==> config.mk <==
export PLATFORM = sky130hd
export DESIGN_NAME = rkg_round_key_gen
export DESIGN_NICKNAME = d
export VERILOG_FILES = /design/src/rtl/rkg_pkg.sv /design/src/rtl/rkg_const_sel.sv /design/src/rtl/rkg_key_mix.sv /design/src/rtl/rkg_sig_predict.sv /design/src/rtl/rkg_sig_check.sv /design/src/rtl/rkg_round_key_gen.sv
export SDC_FILE = /design/constraint.sdc
export NUM_CORES = 1
export LEC_CHECK = 0
export ABC_CLOCK_PERIOD_IN_PS = 4400
export BUFFER_PORTS_ARGS = -buffer_cell sky130_fd_sc_hd__buf_2
export CORE_AREA = 2 2 168 170
export DETAILED_ROUTE_END_ITERATION = 8
export DIE_AREA = 0 0 170 172
export PLACE_DENSITY = 0.7
export REMOVE_ABC_BUFFERS = 1
export SKIP_CTS_REPAIR_TIMING = 1
export SLEW_MARGIN = 20
export SYNTH_ARGS = -nofsm -noshare
export SYNTH_HDL_FRONTEND = slang
export SYNTH_SLANG_ARGS = --single-unit
==> constraint.sdc <==
create_clock -name clk -period 4.4 [get_ports clk]
set_clock_uncertainty 0.05 [all_clocks]
set_input_delay 1.1 -clock clk [delete_from_list [all_inputs] [get_ports clk]]
set_output_delay 1.1 -clock clk [all_outputs]
set_load 0.005 [all_outputs]
==> src/rtl/rkg_pkg.sv <==
package rkg_pkg;

    localparam int RKG_ROUNDS = 19;
    localparam int RKG_CELLS  = 16;
    localparam int RKG_CELL_W = 8;

    typedef enum logic {
        CHK_PER_CELL = 1'b0,
        CHK_WHOLE    = 1'b1
    } chk_mode_e;

    // Round r occupies bits [16r+15:16r]; bit j touches cell j.
    // Listed from round 18 down to round 0.
    localparam logic [RKG_ROUNDS*RKG_CELLS-1:0] RKG_RC_DEFAULT = {
        16'h63A5, 16'hD491, 16'h0B6E, 16'hF203, 16'h27D9,
        16'hB615, 16'h4CB0, 16'h81F9, 16'hE472, 16'h3A1D,
        16'h5587, 16'hC06B, 16'h2E5C, 16'h9931, 16'h0F4A,
        16'h6DE1, 16'hA026, 16'h78C2, 16'h15B3
    };

endpackage

==> src/rtl/rkg_const_sel.sv <==
module rkg_const_sel #(
    parameter int NR = 19,
    parameter int C  = 16,
    parameter int IW = 5,
    parameter logic [NR*C-1:0] TABLE = '0
) (
    input  logic [IW-1:0] idx,
    output logic [C-1:0]  rc,
    output logic          rc_par
);

    // Constant parities fixed at elaboration.
    logic [NR-1:0] par_tab;

    generate
        for (genvar r = 0; r < NR; r++) begin : g_par
            assign par_tab[r] = ^TABLE[r*C +: C];
        end
    endgenerate

    always_comb begin
        rc     = '0;
        rc_par = 1'b0;
        for (int r = 0; r < NR; r++) begin
            if (idx == IW'(r)) begin
                rc     = TABLE[r*C +: C];
                rc_par = par_tab[r];
            end
        end
    end

endmodule

==> src/rtl/rkg_key_mix.sv <==
module rkg_key_mix #(
    parameter int C  = 16,
    parameter int CW = 8
) (
    input  logic [C*CW-1:0] key,
    input  logic [C-1:0]    rc,
    input  logic [C*CW-1:0] fault,
    output logic [C*CW-1:0] rk
);

    generate
        for (genvar j = 0; j < C; j++) begin : g_cell
            assign rk[j*CW +: CW] = key[j*CW +: CW]
                                  ^ {{(CW-1){1'b0}}, rc[j]}
                                  ^ fault[j*CW +: CW];
        end
    endgenerate

endmodule

==> src/rtl/rkg_sig_predict.sv <==
module rkg_sig_predict #(
    parameter int C  = 16,
    parameter int CW = 8
) (
    input  logic [C*CW-1:0] key,
    input  logic [C-1:0]    rc,
    input  logic            rc_par,
    output logic [C-1:0]    cpred,
    output logic            wpred
);

    // Prediction uses only the key and the constant, never the round key.
    generate
        for (genvar j = 0; j < C; j++) begin : g_cell
            assign cpred[j] = (^key[j*CW +: CW]) ^ rc[j];
        end
    endgenerate

    assign wpred = (^key) ^ rc_par;

endmodule

==> src/rtl/rkg_sig_check.sv <==
module rkg_sig_check #(
    parameter int C  = 16,
    parameter int CW = 8
) (
    input  logic [C*CW-1:0]        rk,
    input  logic [C-1:0]           cpred,
    input  logic                   wpred,
    input  rkg_pkg::chk_mode_e     mode,
    output logic [C-1:0]           cact,
    output logic                   wact,
    output logic                   err
);

    generate
        for (genvar j = 0; j < C; j++) begin : g_cell
            assign cact[j] = ^rk[j*CW +: CW];
        end
    endgenerate

    assign wact = ^rk;

    always_comb begin
        if (mode == rkg_pkg::CHK_WHOLE) err = wact ^ wpred;
        else                            err = |(cact ^ cpred);
    end

endmodule

==> src/rtl/rkg_round_key_gen.sv <==
module rkg_round_key_gen #(
    parameter int NUM_ROUNDS = rkg_pkg::RKG_ROUNDS,
    parameter int NUM_CELLS  = rkg_pkg::RKG_CELLS,
    parameter int CELL_W     = rkg_pkg::RKG_CELL_W,
    parameter logic [NUM_ROUNDS*NUM_CELLS-1:0] RC_TABLE = rkg_pkg::RKG_RC_DEFAULT,
    localparam int KEY_W = NUM_CELLS * CELL_W,
    localparam int IDX_W = $clog2(NUM_ROUNDS)
) (
    input  logic                 clk,
    input  logic                 rst_n,
    input  logic                 in_valid,
    input  logic [KEY_W-1:0]     in_key,
    input  logic [IDX_W-1:0]     in_round,
    input  logic                 in_mode,
    input  logic [KEY_W-1:0]     in_fault,
    output logic                 out_valid,
    output logic [KEY_W-1:0]     out_rkey,
    output logic [NUM_CELLS-1:0] out_cpred,
    output logic [NUM_CELLS-1:0] out_cact,
    output logic                 out_wpred,
    output logic                 out_wact,
    output logic                 out_err
);

    typedef struct packed {
        logic                 vld;
        logic [KEY_W-1:0]     rk;
        logic [NUM_CELLS-1:0] cpred;
        logic [NUM_CELLS-1:0] cact;
        logic                 wpred;
        logic                 wact;
        logic                 err;
    } st_t;

    st_t st_d, st_q;

    logic [NUM_CELLS-1:0] rc_sel;
    logic                 rc_par;
    logic [KEY_W-1:0]     rk_c;
    logic [NUM_CELLS-1:0] cpred_c, cact_c;
    logic                 wpred_c, wact_c, err_c;
    rkg_pkg::chk_mode_e   mode_c;

    assign mode_c = rkg_pkg::chk_mode_e'(in_mode);

    rkg_const_sel #(
        .NR(NUM_ROUNDS), .C(NUM_CELLS), .IW(IDX_W), .TABLE(RC_TABLE)
    ) u_const (
        .idx(in_round), .rc(rc_sel), .rc_par(rc_par)
    );

    rkg_key_mix #(.C(NUM_CELLS), .CW(CELL_W)) u_mix (
        .key(in_key), .rc(rc_sel), .fault(in_fault), .rk(rk_c)
    );

    rkg_sig_predict #(.C(NUM_CELLS), .CW(CELL_W)) u_pred (
        .key(in_key), .rc(rc_sel), .rc_par(rc_par),
        .cpred(cpred_c), .wpred(wpred_c)
    );

    rkg_sig_check #(.C(NUM_CELLS), .CW(CELL_W)) u_chk (
        .rk(rk_c), .cpred(cpred_c), .wpred(wpred_c), .mode(mode_c),
        .cact(cact_c), .wact(wact_c), .err(err_c)
    );

    always_comb begin
        st_d     = st_q;
        st_d.vld = in_valid;
        if (in_valid) begin
            st_d.rk    = rk_c;
            st_d.cpred = cpred_c;
            st_d.cact  = cact_c;
            st_d.wpred = wpred_c;
            st_d.wact  = wact_c;
            st_d.err   = err_c;
        end
    end

    always_ff @(posedge clk) begin
        if (!rst_n) st_q <= '0;
        else        st_q <= st_d;
    end

    assign out_valid = st_q.vld;
    assign out_rkey  = st_q.rk;
    assign out_cpred = st_q.cpred;
    assign out_cact  = st_q.cact;
    assign out_wpred = st_q.wpred;
    assign out_wact  = st_q.wact;
    assign out_err   = st_q.err;

endmodule

==> results of run 1 <==
-- cell type report --
| cell class | instances | share of cell area [%] |
|---|---|---|
| multi-input cells | 838 | 50.7 |
| flip-flops and latches | 164 | 24.0 |
| repair buffers | 455 | 17.5 |
| clock buffers | 19 | 3.31 |
| well taps | 346 | 3.16 |
| clock inverters | 12 | 1.23 |
| inverters | 5 | 0.137 |
| diodes | 1 | 0.0183 |
-- per-stage QoR --
step           hold WS, ps  utilization [%]  cell area (um^2)
2_1_floorplan          427                -             10300
3_3_place_gp           405             47.6             13100
4_1_cts                428             49.9             13700
3_5_place_dp           412             47.6             13100
5_1_grt                438             49.9             13700
6_report               426             49.9             13700
-- synth_stat cells (all sizes together), types with 3 or more instances --
cell type	n
mux2i	22
and3	3
or2	3
buf	19
o211a	140
a21oi	9
nand2b	6
nor3	6
a31oi	3
xor2	63
nand2	148
clkbuf	44
nor2b	26
inv	4
o21ai	7
xnor2	333
nor2	8
dfxtp	164
a211oi	3
o22ai	3
xnor3	25
-- flip-flops by register name, indices dropped and copies added, names as in the netlist --
signal	cells
out_err	1
out_wact	1
out_cact	16
out_valid	1
out_rkey	128
out_cpred	16
out_wpred	1
-- power by group --
part / switching, mW / internal (mW) / leakage (nW)
clock: 0.668 / 0.935 / 0.299
combinational: 1.69 / 2.13 / 5.45
sequential: 0.0808 / 1.66 / 1.36
total: 2.44 / 4.73 / 7.12
-- worst register-to-register path: cells and delay by family, from the launching register on --
| family | cells | cell delay (ps) |
|---|---|---|
| flops | 1 | 340 |
| compound gates | 1 | 200 |
| simple gates | 2 | 110 |
-- per-layer routing --
| layer | up-vias | GRT usage (%) | part of all wire [%] |
|---|---|---|---|
| met2 | 244 | 35.2 | 50 |
| met5 | - | 0 | 0.043 |
| met1 | 4198 | 23.6 | 42 |
| li1 | 4433 | - | - |
| met4 | 2 | 6.54 | 2.0 |
| met3 | 31 | 5.29 | 6.4 |
-- worst paths after layout --
kind,slack [ps],startpoint,to
hold / removal,430,out_cpred[2],out_cpred[2]
hold reg to reg,430,out_cpred[2],out_cpred[2]
setup reg to reg,3600,out_err,out_err
setup / recovery,550,in_round[1],out_err
-- cell families (layout without fill, tap and decap cells) --
family | count (synthesis) | in the layout | share of synthesized area (%)
XOR/XNOR | 422 | 422 | 38.8
AND/OR/NAND/NOR | 211 | 211 | 8.87
AO/OA/AOI/OAI | 182 | 182 | 16.2
flip-flops | 164 | 164 | 31.2
buffers and inverters | 68 | 491 | 2.68
multiplexers | 22 | 22 | 2.09
adder cells (fa/ha/maj) | 1 | 1 | 0.0952
other | 0 | 1 | 0
==> implementation parameters, run 1 <==
Parameter                              Value

Critical path
  Crit path arrival time    4120 ps
  Family with the most delay on the worst path    XOR/XNOR gates
  Critical path's largest stage delay    400 ps
  Largest driver fanout on the critical path    13
  Crit path buf inv count    3
  Crit path depth    12
  Cell with the most instances on the worst path    sky130_fd_sc_hd__xnor2_1
  Setup CP Type    primary input to flip-flop
  Startpoint types    primary input
  Library cell contributing the largest single delay on the critical path    sky130_fd_sc_hd__xnor3_2
  Cell count of the worst reg-to-reg path    3
  Cell-by-cell listing of the critical path    buf_2, buf_4, inv_1, maj3_1, o221ai_2, xnor2_1, xnor2_1, xor2_1, xnor3_2, xnor3_1, nand2b_1, a31o_1
  Critical path endpoint category    flip-flop
  Required time of the critical path    4660 ps

Finish
  Count of nets after finishing    1746
  Top library cells by usage in the layout, fill and taps aside    sky130_fd_sc_hd__buf_2, sky130_fd_sc_hd__xnor2_1, sky130_fd_sc_hd__dfxtp_1
  Total area of multi-input combinational cells    slightly below 7000 um^2
  Leading cell type in the layout, fill and taps excluded    sky130_fd_sc_hd__buf_2
  Total of fill cells in the finished design    2616
  Sequential standard cell area    3280 um^2
  Non-filler cells, final    1840
  Ratio of cells with drive above 1 in the final layout    about a third
  Area overhead of the layout relative to synthesis    30.3%

Drt
  Length of the first detailed-routing pass in iterations    4
  DRC errors left    0
  Vias per std cell    4.84
  Routed wire length    30.3 mm
  Total via count after detailed routing    8908
  WL/cell    16.5 um
  Initial DRC Count    285
  Post-route antenna net violation count    0

Clock network
  Root buffer cell    sky130_fd_sc_hd__clkbuf_16
  Clock transition at the registers of the reported paths    60 ps
  Deepest clock path buffer count    2
  Max H-tree Level    4
  Total clock buffers created by CTS    17
  TritonCTS clock tree    done
  Clock net sink count    164
  Later-pin clock latency in the skew report    about 420 ps

Min path
  Hold crit path type    flip-flop to flip-flop
  Number of cells on the worst hold path    1

Synth
  FF+latch count, synth    approximately 160
  Area fraction of the dominant cell type after synthesis    31.2%
  Yosys cell types    53
  Cell taking the most area after synthesis    sky130_fd_sc_hd__dfxtp_1
  Sequential area share after synthesis    31.2%
  Async S/R FF share, synth    0%
  Post-Syn Instances    ~1100
  Synthesized area per cell    between 9 and 10 um^2
  Yosys warning total    0
  Dominant register cell in the synthesized netlist    sky130_fd_sc_hd__dfxtp_1
  Synth area leaders    sky130_fd_sc_hd__dfxtp_1, sky130_fd_sc_hd__xnor2_1, sky130_fd_sc_hd__o211a_1
  Cell area after synthesis    between 10000 and 15000 um^2
  Number of enable-type register cells in the synthesized netlist    0

Placement
  Cell count after placement    1808
  Detailed placer's ending HPWL    24.2 mm
  RD Place Congestion    0.872
  Pre-CTS setup slack    91.6 ps
  PortBufs    between 400 and 500

Floorplan
  Initial core utilization    38.3%
  Standard-cell rows    61
  Die area    29200 um^2
  Vertical extent of the die    172 um
  DIE WIDTH    170 um
  Placeable core region    about 27000 um^2
  I/O pin total    roughly 430

Timing
  Worst Setup Slack, final    547 ps
  Tightest Pin Transition    741 ps
  Count of final max-slew check failures    0
  Min Clock Period, post-route    around 3900 ps
  Setup-violating endpoint count in the final report    0
  Total negative setup slack    0 ps
  Final number of hold-violating endpoints    0
  F_max    0.260 GHz
  Share of the clock period used by the worst path    87.6%
  Relative slew slack    50.6%
  Unrepaired setup endpoints after global routing    no

Run
  Max Cap Viol    0

Pwr
  Pwr Density    around 520 nW/um^2
  Leakage power total    7.12 nW
  Peak supply drop    between 0.5 and 0.6 mV
  Power, Total    just over 7 mW

GRT
  Overflow left after global routing    0
  Maximum number of pins on one net before global-route repair    115
  All-layer global routing usage    19.9%
  First-pass GRT wire length    45.4 mm
  Vias in the first global route    8577
  Antenna violations before repair    2

Outcome
  Status    finished clean
No activity file was read; power rests on OpenSTA's default activity.
==> run 2, diff against run 1 <==
--- a/config.mk
+++ b/config.mk
@@ -7,6 +7,7 @@
 export LEC_CHECK = 0
 export ABC_CLOCK_PERIOD_IN_PS = 4400
 export BUFFER_PORTS_ARGS = -buffer_cell sky130_fd_sc_hd__buf_2
+export CAP_MARGIN = 20
 export CORE_AREA = 2 2 168 170
 export DETAILED_ROUTE_END_ITERATION = 8
 export DIE_AREA = 0 0 170 172
==> constraint.sdc (replaced) <==
create_clock -name clk -period 4.4 [get_ports clk]
set_clock_uncertainty 0.05 [all_clocks]
set_input_delay 0.22 -clock clk [delete_from_list [all_inputs] [get_ports clk]]
set_output_delay 0.22 -clock clk [all_outputs]
set_load 0.005 [all_outputs]
==> run 2 against run 1 <==
Compared with the run above: die area unchanged; first-iteration DRC count increased by 36%; sequential cell count unchanged; clock power decreased by 9%; critical path depth decreased by 1; maximum frequency increased by 20%; hold slack got worse by 350 ps; sequential power about the same; combinational power decreased by 3%; register-to-register slack about the same; non-clock buffer count decreased by 23; global-route usage decreased by 0.33 points; critical path type unchanged.
==> implementation parameters, run 2 (synthesis results as in run 1) <==
Parameter                              Value

Outcome
  Status    finished clean

GRT
  First-pass GRT wire length    44.6 mm
  Vias in the first global route    8341
  Overflow left after global routing    0
  Maximum number of pins on one net before global-route repair    between 100 and 150
  Antenna violations before repair    1
  All-layer global routing usage    19.6%

Floorplan
  DIE WIDTH    between 150 and 200 um
  Die area    29200 um^2
  I/O pin total    429
  Vertical extent of the die    between 150 and 200 um
  Placeable core region    about 27000 um^2
  Standard-cell rows    61
  Initial core utilization    38.3%

Critical path
  Cell count of the worst reg-to-reg path    3
  Setup CP Type    primary input to flip-flop
  Required time of the critical path    4660 ps
  Critical path endpoint category    flip-flop
  Register-to-register path setup slack    roughly 3600 ps
  Critical R2R Launch    out_err
  Startpoint types    primary input
  Reg-to-reg endpoint    out_err
  Crit path arrival time    around 3500 ps
  Largest driver fanout on the critical path    29

Min path
  Number of cells on the worst hold path    3
  Hold endpoint    out_err
  Hold path startpoint    in_mode
  Hold crit path type    primary input to flip-flop

Placement
  Placed Instance Area    about 13000 um^2
  RD Place Congestion    0.853
  Detailed placer's ending HPWL    23.7 mm
  Pre-CTS setup slack    757 ps
  Cell count after placement    1785
  PortBufs    approximately 430

Finish
  Leading cell type in the layout, fill and taps excluded    sky130_fd_sc_hd__buf_2
  Max FFs per register    128
  Top library cells by usage in the layout, fill and taps aside    sky130_fd_sc_hd__buf_2, sky130_fd_sc_hd__xnor2_1, sky130_fd_sc_hd__dfxtp_1
  Non-filler cells, final    around 1800
  Post-route cell area    13500 um^2
  Sequential standard cell area    3280 um^2
  Ratio of cells with drive above 1 in the final layout    32.6%
  Area overhead of the layout relative to synthesis    28.1%
  Total of fill cells in the finished design    2628
  Total area of multi-input combinational cells    6950 um^2
  Count of nets after finishing    1723

Drt
  Total via count after detailed routing    8694
  Post-route antenna net violation count    0
  Vias per std cell    roughly 4.8
  Routed wire length    29.7 mm
  Initial DRC Count    389
  Length of the first detailed-routing pass in iterations    5
  WL/cell    16.3 um
  DRC errors left    0

Clock network
  Clock net sink count    164
  TritonCTS clock tree    done
  Total clock buffers created by CTS    17
  Max H-tree Level    4
  Later-pin clock latency in the skew report    roughly 420 ps
  Root buffer cell    sky130_fd_sc_hd__clkbuf_16
  Deepest clock path buffer count    2
  Clock transition at the registers of the reported paths    60 ps

Pwr
  Pwr Density    between 500 and 600 nW/um^2
  Leakage power total    6.97 nW
  Power, Total    6.93 mW
  Peak supply drop    0.430 mV

Timing
  Unrepaired setup endpoints after global routing    no
  Worst Setup Slack, final    1180 ps
  Min Clock Period, post-route    3220 ps
  Count of final max-slew check failures    0
  Tightest Pin Transition    944 ps
  Total negative setup slack    0 ps
  Share of the clock period used by the worst path    roughly 73%
  Setup-violating endpoint count in the final report    0
  Relative slew slack    between 30% and 40%
  F_max    0.311 GHz
  Final number of hold-violating endpoints    0

Run
  Max Cap Viol    0
==> run 2: cell types whose count changed in the layout (fill, tap and decap cells not counted) <==
cell	delta
sky130_fd_sc_hd__clkinv_4	+1
sky130_fd_sc_hd__bufinv_16	-2
sky130_fd_sc_hd__buf_4	-22
sky130_fd_sc_hd__inv_8	-1
sky130_fd_sc_hd__clkinvlp_4	+2
sky130_fd_sc_hd__buf_12	-1
==> run 2: how the worst max path moves through the flow <==
stage | start | to | slack [ps]
after floorplan | in_round[0] | out_err | 1370
after global placement | in_round[4] | out_err | 800
after detailed placement | in_round[0] | out_err | 760
after CTS | in_round[0] | out_err | 1200
after global routing | in_round[0] | out_err | 900
final | in_round[0] | out_err | 1180
==> run 2: worst max-delay path: stages <==
cell	delay [ps]
sky130_fd_sc_hd__buf_2	390
sky130_fd_sc_hd__clkinv_1	410
sky130_fd_sc_hd__nand2_1	170
sky130_fd_sc_hd__a21boi_0	100
sky130_fd_sc_hd__o22ai_1	510
sky130_fd_sc_hd__xnor2_1	240
sky130_fd_sc_hd__xnor3_1	370
sky130_fd_sc_hd__xnor3_2	420
sky130_fd_sc_hd__xnor3_1	330
sky130_fd_sc_hd__nand2b_1	140
sky130_fd_sc_hd__a31o_1	170
==> run 2: final cells by class <==
cell class | instances | share of cell area [%]
inverters | 5 | 0.139
clock buffers | 19 | 3.36
clock inverters | 12 | 0.901
diodes | 1 | 0.0186
multi-input cells | 838 | 51.6
flip-flops and latches | 164 | 24.4
well taps | 346 | 3.21
repair buffers | 432 | 16.4
==> run 2: where the power goes <==
group          internal [mW]  leakage (nW)  switching (mW)
clock                  0.816         0.269           0.645
sequential              1.66          1.36          0.0828
combinational           2.08          5.34            1.64
total                   4.56          6.97            2.37
==> run 2: metrics by stage <==
stage,hold slack (ps),utilization [%]
finish,75.5,49.0
global route,66.8,49.0
floorplan,298,-
CTS,61.9,49.0
detailed placement,411,46.9
global placement,404,46.9
==> run 2: per-layer routing <==
layer	track usage, %	up-vias	wire [um]
met1	23.4	4039	12400
met3	5.29	21	1930
met2	35.1	246	14900
met4	4.79	0	393
li1	-	4388	-
met5	0	-	0
==> run 3, diff against run 2 <==
--- a/config.mk
+++ b/config.mk
@@ -5,13 +5,13 @@
 export SDC_FILE = /design/constraint.sdc
 export NUM_CORES = 1
 export LEC_CHECK = 0
-export ABC_CLOCK_PERIOD_IN_PS = 4400
+export ABC_CLOCK_PERIOD_IN_PS = 2650
 export BUFFER_PORTS_ARGS = -buffer_cell sky130_fd_sc_hd__buf_2
 export CAP_MARGIN = 20
-export CORE_AREA = 2 2 168 170
+export CORE_AREA = 2 2 166 168
 export DETAILED_ROUTE_END_ITERATION = 8
-export DIE_AREA = 0 0 170 172
-export PLACE_DENSITY = 0.7
+export DIE_AREA = 0 0 168 170
+export PLACE_DENSITY = 0.74
 export REMOVE_ABC_BUFFERS = 1
 export SKIP_CTS_REPAIR_TIMING = 1
 export SLEW_MARGIN = 20
==> constraint.sdc (replaced) <==
create_clock -name clk -period 2.65 [get_ports clk]
set_clock_uncertainty 0.05 [all_clocks]
set_input_delay 0.1325 -clock clk [delete_from_list [all_inputs] [get_ports clk]]
set_output_delay 0.1325 -clock clk [all_outputs]
set_load 0.005 [all_outputs]
==> run 3 against run 2 <==
Compared with the run above: critical endpoint unchanged; clock power grew 71%; largest power group unchanged; sequential cell count unchanged; via count rose by 11%; global-route usage up 2.4 points; power increased by 95%; highest routed layer unchanged; sequential power increased by 67%; core utilization up 8.5 points; count of clock-buffer cells in the layout stayed put; combinational power is 120% higher; register-to-register slack worse by 1700 ps; hold slack worse by 66 ps.
==> implementation parameters, run 3 (synthesis results as in run 1) <==
Parameter                              Value

Pwr
  Pwr Density    882 nW/um^2
  Peak supply drop    0.911 mV
  Leakage power total    8.13 nW

Drt
  WL/cell    16.1 um
  DRC errors left    0
  Post-route antenna net violation count    0
  Vias per std cell    approximately 4.8
  Length of the first detailed-routing pass in iterations    4
  Routed wire length    roughly 33 mm
  Initial DRC Count    422
  Total via count after detailed routing    between 9000 and 10000

Floorplan
  Placeable core region    26700 um^2
  Die area    between 20000 and 30000 um^2
  Vertical extent of the die    around 170 um
  Standard-cell rows    60
  Initial core utilization    39.5%
  I/O pin total    429
  DIE WIDTH    ~170 um

Timing
  Setup-violating endpoint count in the final report    0
  Count of final max-slew check failures    0
  Relative slew slack    between 50% and 60%
  Unrepaired setup endpoints after global routing    yes
  Share of the clock period used by the worst path    a little over nine tenths
  Final number of hold-violating endpoints    0
  F_max    ~0.38 GHz
  Worst slack on hold paths    just over 9 ps
  Tightest Pin Transition    675 ps
  Min Clock Period, post-route    2600 ps

Placement
  RD Place Congestion    0.859
  Detailed placer's ending HPWL    26.2 mm
  Cell count after placement    1991
  PortBufs    428

Critical path
  Crit path arrival time    2860 ps
  Largest driver fanout on the critical path    5
  Critical path endpoint category    flip-flop
  Required time of the critical path    slightly below 3000 ps
  Setup CP Type    primary input to flip-flop
  Startpoint types    primary input

Finish
  Top library cells by usage in the layout, fill and taps aside    sky130_fd_sc_hd__buf_2, sky130_fd_sc_hd__xnor2_1, sky130_fd_sc_hd__buf_4
  Count of nets after finishing    approximately 1900
  Ratio of cells with drive above 1 in the final layout    42.9%
  Leading cell type in the layout, fill and taps excluded    sky130_fd_sc_hd__buf_2
  Number of diodes added for antenna fixing    0
  Max FFs per register    128
  Non-filler cells, final    2028
  Area overhead of the layout relative to synthesis    45.9%

Clock network
  Max H-tree Level    4
  Deepest clock path buffer count    2
  Total clock buffers created by CTS    17
  Later-pin clock latency in the skew report    410 ps
  Clock transition at the registers of the reported paths    60 ps
  Clock net sink count    164
  Root buffer cell    sky130_fd_sc_hd__clkbuf_16
  TritonCTS clock tree    done

GRT
  First-pass GRT wire length    49.9 mm
  Overflow left after global routing    0
  Antenna violations before repair    0
  All-layer global routing usage    22.0%
  Maximum number of pins on one net before global-route repair    102
  Vias in the first global route    a little under 10000

Min path
  Hold crit path type    primary input to flip-flop

Run
  Max Cap Viol    0

Outcome
  Status    finished clean
run 3: final timing paths:
check | startpoint | to | slack (ps) | cells after the start
setup / recovery | in_round[3] | out_err | 50 | 11
hold / removal | in_mode | out_err | 9 | 3
setup reg to reg | out_err | out_err | 1880 | 3
hold reg to reg | out_rkey[70] | out_rkey[70] | 420 | 1
run 3: critical path, stage by stage:
cell	delay, ps
sky130_fd_sc_hd__buf_2	130
sky130_fd_sc_hd__or4b_4	550
sky130_fd_sc_hd__buf_4	170
sky130_fd_sc_hd__a31oi_2	180
sky130_fd_sc_hd__a31oi_2	80
sky130_fd_sc_hd__xor2_1	230
sky130_fd_sc_hd__xnor3_1	470
sky130_fd_sc_hd__xnor3_2	420
sky130_fd_sc_hd__xnor3_1	200
sky130_fd_sc_hd__nand2b_1	140
sky130_fd_sc_hd__a31o_1	160
run 3: area by class of cell:
type | instances | area (um^2)
Fill cell | 2416 | 11300
Multi-Input combinational cell | 838 | 7160
Timing Repair Buffer | 648 | 3870
Sequential cell | 164 | 3280
Clock buffer | 19 | 433
Tap cell | 341 | 427
Clock inverter | 13 | 148
Inverter | 5 | 18.8
run 3: stage by stage:
stage | setup slack [ps] | utilization [%] | area (um^2) | TNS, ps | power (mW)
6_report | 47.6 | 57.5 | 15300 | 0 | 13.5
2_1_floorplan | -294 | - | 10300 | -294 | 7.60
4_1_cts | -137 | 56.6 | 15100 | -144 | 13.1
3_5_place_dp | -578 | 54.4 | 14500 | -1010 | 10.5
5_1_grt | -43.6 | 57.5 | 15300 | -75.5 | 14.4
3_3_place_gp | -589 | 54.4 | 14500 | -1030 | 10.5
run 3: report_power, final:
| part | internal (mW) | leakage [nW] | switching [mW] | total, mW |
|---|---|---|---|---|
| sequential | 2.75 | 1.36 | 0.141 | 2.90 |
| combinational | 4.85 | 6.50 | 3.28 | 8.13 |
| clock | 1.40 | 0.271 | 1.10 | 2.50 |
| total | 9.00 | 8.13 | 4.52 | 13.5 |
run 3: layer usage:
metal	track usage, %	part of all wire [%]	up-vias
met3	4.86	5.8	58
li1	-	-	4806
met1	25.4	41	4490
met5	0	0	-
met2	39.6	50	298
met4	8.66	3.1	0
